## config.mk

```make
export PLATFORM = sky130hd
export DESIGN_NAME = fp16_sqrt
export DESIGN_NICKNAME = d
export VERILOG_FILES = /design/src/rtl/fp16_sqrt_pkg.sv /design/src/rtl/fp16_sqrt_prep.sv /design/src/rtl/fp16_sqrt_core.sv /design/src/rtl/fp16_sqrt.sv
export SDC_FILE = /design/constraint.sdc
export NUM_CORES = 1
export LEC_CHECK = 0
export BUFFER_PORTS_ARGS = -buffer_cell sky130_fd_sc_hd__buf_4
export CAP_MARGIN = 10
export CELL_PAD_IN_SITES_DETAIL_PLACEMENT = 1
export CELL_PAD_IN_SITES_GLOBAL_PLACEMENT = 1
export CORE_AREA = 2 2 102 104
export DETAILED_ROUTE_END_ITERATION = 8
export DIE_AREA = 0 0 104 106
export GPL_TIMING_DRIVEN = 0
export PLACE_DENSITY_LB_ADDON = 0.08
export SYNTH_ARGS = -nofsm -noshare
export SYNTH_HDL_FRONTEND = slang
export SYNTH_SLANG_ARGS = --single-unit
```

## constraint.sdc

```tcl
create_clock -name clk_i -period 2.2 [get_ports clk_i]
set_input_delay 0.66 -clock clk_i [delete_from_list [all_inputs] [get_ports clk_i]]
set_output_delay 0.66 -clock clk_i [all_outputs]
set_load 0.05 [all_outputs]
```

## src/rtl/fp16_sqrt_pkg.sv

```systemverilog
package fp16_sqrt_pkg;
  localparam int EXP_W  = 5;
  localparam int MAN_W  = 10;
  localparam int WORD_W = 1 + EXP_W + MAN_W;
  localparam int BIAS   = (1 << (EXP_W - 1)) - 1;
  localparam int ROOT_W = MAN_W + 2;           // leading one + mantissa + one truncated bit
  localparam int RAD_W  = 2 * ROOT_W;

  localparam logic [WORD_W-1:0] QNAN = {1'b0, {EXP_W{1'b1}}, 1'b1, {(MAN_W-1){1'b0}}};

  typedef struct packed {
    logic             sign;
    logic [EXP_W-1:0] exp;
    logic [MAN_W-1:0] man;
  } fp_t;
endpackage

```

## src/rtl/fp16_sqrt_prep.sv

```systemverilog
module fp16_sqrt_prep
  import fp16_sqrt_pkg::*;
(
  input  fp_t              op_i,
  output logic             zero_o,
  output logic             bad_o,
  output logic [EXP_W-1:0] exp_o,
  output logic [RAD_W-1:0] rad_o
);
  localparam logic [EXP_W-1:0] BIAS_V = EXP_W'(BIAS);

  logic             ge_one, odd;
  logic [EXP_W-1:0] sub_a, sub_b, mag, half;
  logic [RAD_W-1:0] rad_full;

  always_comb begin
    ge_one = op_i.exp >= BIAS_V;
    // operand order mux: always subtract the smaller one
    sub_a  = ge_one ? op_i.exp : BIAS_V;
    sub_b  = ge_one ? BIAS_V : op_i.exp;
    mag    = sub_a - sub_b;
    half   = mag >> 1;
    odd    = mag[0];
    // floor of the halved unbiased exponent, re-biased
    exp_o  = ge_one ? BIAS_V + half : BIAS_V - half - EXP_W'(odd);
  end

  // controlled right shift: odd exponent keeps the extra factor of two
  assign rad_full = {1'b1, op_i.man, {(RAD_W-MAN_W-1){1'b0}}};
  assign rad_o    = odd ? rad_full : rad_full >> 1;

  assign zero_o = (op_i == '0);
  assign bad_o  = op_i.sign | (&op_i.exp) | ((op_i.exp == '0) & (op_i.man != '0));
endmodule

```

## src/rtl/fp16_sqrt_core.sv

```systemverilog
module fp16_sqrt_core #(
  parameter  int ROOT_W = 12,
  localparam int RAD_W  = 2 * ROOT_W,
  localparam int REM_W  = ROOT_W + 2,
  localparam int CNT_W  = $clog2(ROOT_W)
) (
  input  logic              clk_i,
  input  logic              rst_ni,
  input  logic              start_i,
  input  logic [RAD_W-1:0]  rad_i,
  output logic              busy_o,
  output logic              done_o,
  output logic [ROOT_W-3:0] frac_o
);
  logic [RAD_W-1:0]  rad_q;
  logic [REM_W-1:0]  rem_q, rem_nx;
  logic [ROOT_W-1:0] root_q, root_nx;
  logic [CNT_W-1:0]  cnt_q;
  logic [REM_W+1:0]  rem_sh, trial;
  logic              fits;

  always_comb begin
    rem_sh  = {rem_q, rad_q[RAD_W-1 -: 2]};
    trial   = {2'b00, root_q, 2'b01};
    fits    = rem_sh >= trial;
    rem_nx  = fits ? REM_W'(rem_sh - trial) : REM_W'(rem_sh);
    root_nx = {root_q[ROOT_W-2:0], fits};
  end

  always_ff @(posedge clk_i or negedge rst_ni) begin
    if (!rst_ni) begin
      rad_q  <= '0;
      rem_q  <= '0;
      root_q <= '0;
      cnt_q  <= '0;
      busy_o <= 1'b0;
      done_o <= 1'b0;
    end else begin
      done_o <= 1'b0;
      if (start_i && !busy_o) begin
        rad_q  <= rad_i;
        rem_q  <= '0;
        root_q <= '0;
        cnt_q  <= '0;
        busy_o <= 1'b1;
      end else if (busy_o) begin
        rad_q  <= rad_q << 2;
        rem_q  <= rem_nx;
        root_q <= root_nx;
        cnt_q  <= cnt_q + 1'b1;
        if (cnt_q == CNT_W'(ROOT_W - 1)) begin
          busy_o <= 1'b0;
          done_o <= 1'b1;
        end
      end
    end
  end

  // drop the leading one (always set) and the extra truncation bit
  assign frac_o = root_q[ROOT_W-2:1];
endmodule

```

## src/rtl/fp16_sqrt.sv

```systemverilog
module fp16_sqrt
  import fp16_sqrt_pkg::*;
(
  input  logic              clk_i,
  input  logic              rst_ni,
  input  logic              start_i,
  input  logic [WORD_W-1:0] op_i,
  output logic              busy_o,
  output logic              done_o,
  output logic              invalid_o,
  output logic [WORD_W-1:0] result_o
);
  logic             zero, bad, accept, core_go;
  logic             core_busy, core_done;
  logic [EXP_W-1:0] prep_exp, exp_q;
  logic [RAD_W-1:0] prep_rad;
  logic [MAN_W-1:0] core_man;

  fp16_sqrt_prep u_prep (
    .op_i   (fp_t'(op_i)),
    .zero_o (zero),
    .bad_o  (bad),
    .exp_o  (prep_exp),
    .rad_o  (prep_rad)
  );

  assign busy_o  = core_busy | core_done;
  assign accept  = start_i & ~busy_o;
  assign core_go = accept & ~zero & ~bad;

  fp16_sqrt_core #(.ROOT_W(ROOT_W)) u_core (
    .clk_i   (clk_i),
    .rst_ni  (rst_ni),
    .start_i (core_go),
    .rad_i   (prep_rad),
    .busy_o  (core_busy),
    .done_o  (core_done),
    .frac_o  (core_man)
  );

  always_ff @(posedge clk_i or negedge rst_ni) begin
    if (!rst_ni) begin
      exp_q     <= '0;
      done_o    <= 1'b0;
      invalid_o <= 1'b0;
      result_o  <= '0;
    end else begin
      done_o <= 1'b0;
      if (core_go) exp_q <= prep_exp;
      if (core_done) begin
        result_o  <= {1'b0, exp_q, core_man};
        invalid_o <= 1'b0;
        done_o    <= 1'b1;
      end else if (accept && (zero || bad)) begin
        result_o  <= bad ? QNAN : '0;
        invalid_o <= bad;
        done_o    <= 1'b1;
      end
    end
  end
endmodule

```

==> metrics.txt <==
most numerous cell in the Yosys netlist=dfrtp_1; Power, Total=10400 uW; fin crit share=109%; Die W=104 um; final clock skew=0.0152 ns; Final setup violation count=50; Top Ports=38; Routed Antenna Nets=0; syn avg cell area=9.46 um2; fin cells=670; htree depth=3; Area contributors post-synth=dfrtp_1 (41%), ha_1 (7.4%), mux2i_1 (5.4%), nand2_1 (5.3%), nor2_1 (3.3%); via/cell ratio=5.60; Most used DFF post-synth=dfrtp_1; Cells after Synth=428; max-slew violation count=0; Antenna diodes=0; Sink Count=66; area growth from synthesis to layout=45.3%; vias post-DR=3754; Worst Path Required=2.44 ns; Hold Crit Class=in2async; core area=10000 um2; first-pass GRT wire length=19600 um; ys async rst share=100%; clock-pin slew on the worst setup and hold paths=0.09 ns; final-layout fill cell count=1144; Die ar.=11000 um2; Commonest cells post-synth=dfrtp_1 (66), nand2_1 (57), nor2_1 (36), ha_1 (24), inv_1 (24); Worst Tran Pin Value=0.872 ns; Total Neg Setup Slack=-2.34 ns; post-synth top area share=40.8%; Post-synth EDFFs=0; initial core utilization=40.5%; DR DRC count=0; 1st-iter DRT viols=136; Final Hold Viols=0; root buf cell=clkbuf_8; post-layout min period=2.40 ns; Final #Nets=573; grt ovf=0; wire per inst=20.0 um; CTS tree=done; RSZ-0062 raised after global routing=true; port buffer count=36; Synth cell types=60; net count after synthesis=472; Crit. End Element=register; Synth area leader=dfrtp_1; YS warnings=0; FMAX=0.416 GHz; WS Path Type=in2reg; vias in the first global route=3859; Synth Register Bits=66; Seq/Total Area, Yosys=40.8%; dpl hpwl=8030 um; failing checks=negative setup slack; Peak VDD IR=680 uV; gr usage total=22.6%; initial antenna violation count=0; Longest Clk Path Bufs=2; final worst slack=-0.202 ns; Placer Congestion=0.814; dpl cells=600; status=finished with violations; Startpoint Class=input pin; Routed WL=13400 um; LEAKAGE=0.00268 uW; layout cells sized above 1=39.7%; die height=106 um; maxcap violations=0; first-pass detailed-route iteration total=4; Rows=37; worst path arrival time=2.64 ns; P per Cell Area=1770 nW/um2; CP max FO=4; total clock buffers created by CTS=9; Clk Latency, worst-skew pair=0.36 ns; Slew HR=41.9%; largest net degree at the start of global routing=67; Mapped Area=4050 um2
[path summary, 6_finish.rpt]
path | from | endpoint | slack [ns] | cells after the start
min in group clk_i | invalid_o$_DFFE_PN0P_ | invalid_o$_DFFE_PN0P_ | 0.49 | 1
min | rst_ni | result_o[3]$_DFFE_PN0P_ | 0.41 | 1
max reg2reg | u_core.root_q[0]$_DFFE_PN0P_ | u_core.rem_q[2]$_DFFE_PN0P_ | -0.03 | 9
max in group asynchronous | rst_ni | u_core.rem_q[6]$_DFFE_PN0P_ | 1.15 | 1
max | op_i[11] | exp_q[2]$_DFFE_PN0P_ | -0.20 | 11
min reg2reg | invalid_o$_DFFE_PN0P_ | invalid_o$_DFFE_PN0P_ | 0.49 | 1
[kinds of logic after synthesis]
kind of cell,synth area share [%]
AOI/OAI and AO/OA,21.1
xor gates and xnor gates,3.89
adders and majority gates,7.91
buffers and inverters,5.29
DFF,40.8
muxes,5.44
other,0.0926
and+or+nand+nor,15.4
[power breakdown]
group | switching, uW | total, uW | internal, uW | leakage (uW)
registers | 462 | 2260 | 1800 | 0.000829
logic | 3840 | 7080 | 3240 | 0.00175
clock network | 546 | 1080 | 531 | 0.0000962
[repair_timing]
action / in CTS / in global routing
gates cloned: 1 / 6
hold endpoints to repair: 0 / 0
buffers inserted: 30 / 19
setup endpoints to repair: 34 / 57
pin swaps: 21 / 24
resized for setup: 64 / 60
hold buffers: 0 / 0
[registers in the layout, summed over array words and instances, names as in the netlist]
| register | flops |
|---|---|
| done_o | 1 |
| exp_q | 5 |
| invalid_o | 1 |
| result_o | 15 |
| u_core.busy_o | 1 |
| u_core.cnt_q | 4 |
| u_core.done_o | 1 |
| u_core.rad_q | 12 |
| u_core.rem_q | 14 |
| u_core.root_q | 12 |
[worst max-delay path, stage by stage]
cell and delay, ns:
buf_8 0.10, ha_4 0.15, a21o_1 0.17, a31oi_2 0.18, buf_4 0.18, a21o_1 0.13, xor2_2 0.21, ha_2 0.25
fa_2 0.45, nand3_2 0.08, o311ai_2 0.09
[final cells by class]
| cell class | instances | area (um2) | share of cell area (%) |
|---|---|---|---|
| well taps | 136 | 170 | 2.89 |
| flip-flops and latches | 66 | 1660 | 28.2 |
| plain buffers | 24 | 305 | 5.19 |
| inverters | 24 | 92.6 | 1.57 |
| clock buffers | 9 | 124 | 2.11 |
| repair buffers | 91 | 815 | 13.8 |
| multi-input cells | 313 | 2640 | 44.9 |
| clock inverters | 7 | 76.3 | 1.30 |
[per-stage QoR]
stage	area, um2	util, %	hold WS (ns)	worst slack, ns
2_1_floorplan	4180	-	0.364	-0.384
3_3_place_gp	4620	46.2	0.462	-0.717
3_5_place_dp	4620	46.2	0.475	-0.818
4_1_cts	5370	53.7	0.432	-0.215
5_1_grt	5880	58.8	0.449	-0.258
6_report	5880	58.8	0.406	-0.202
[placed cells by master (no fill, tap or decap), types with 11 or more instances in the layout]
master / Yosys / final
dfrtp_1: 66 / 62
nand2_1: 57 / 53
inv_1: 24 / 16
mux2i_1: 22 / 22
a21oi_1: 15 / 12
ha_4: 0 / 13
buf_4: 3 / 79
o211ai_1: 15 / 15
clkbuf_8: 0 / 11
buf_6: 1 / 11
xnor2_1: 13 / 11
nor2_1: 36 / 27
[per-layer routing]
| metal | vias to the layer above | global-route usage, % | routed length (um) |
|---|---|---|---|
| li1 | 1757 | - | - |
| met1 | 1925 | 27.2 | 5710 |
| met2 | 56 | 40.6 | 7060 |
| met3 | 16 | 4.17 | 365 |
| met4 | 0 | 8.11 | 276 |
| met5 | - | 0 | 0 |
Power figures use the tool's default switching activity.
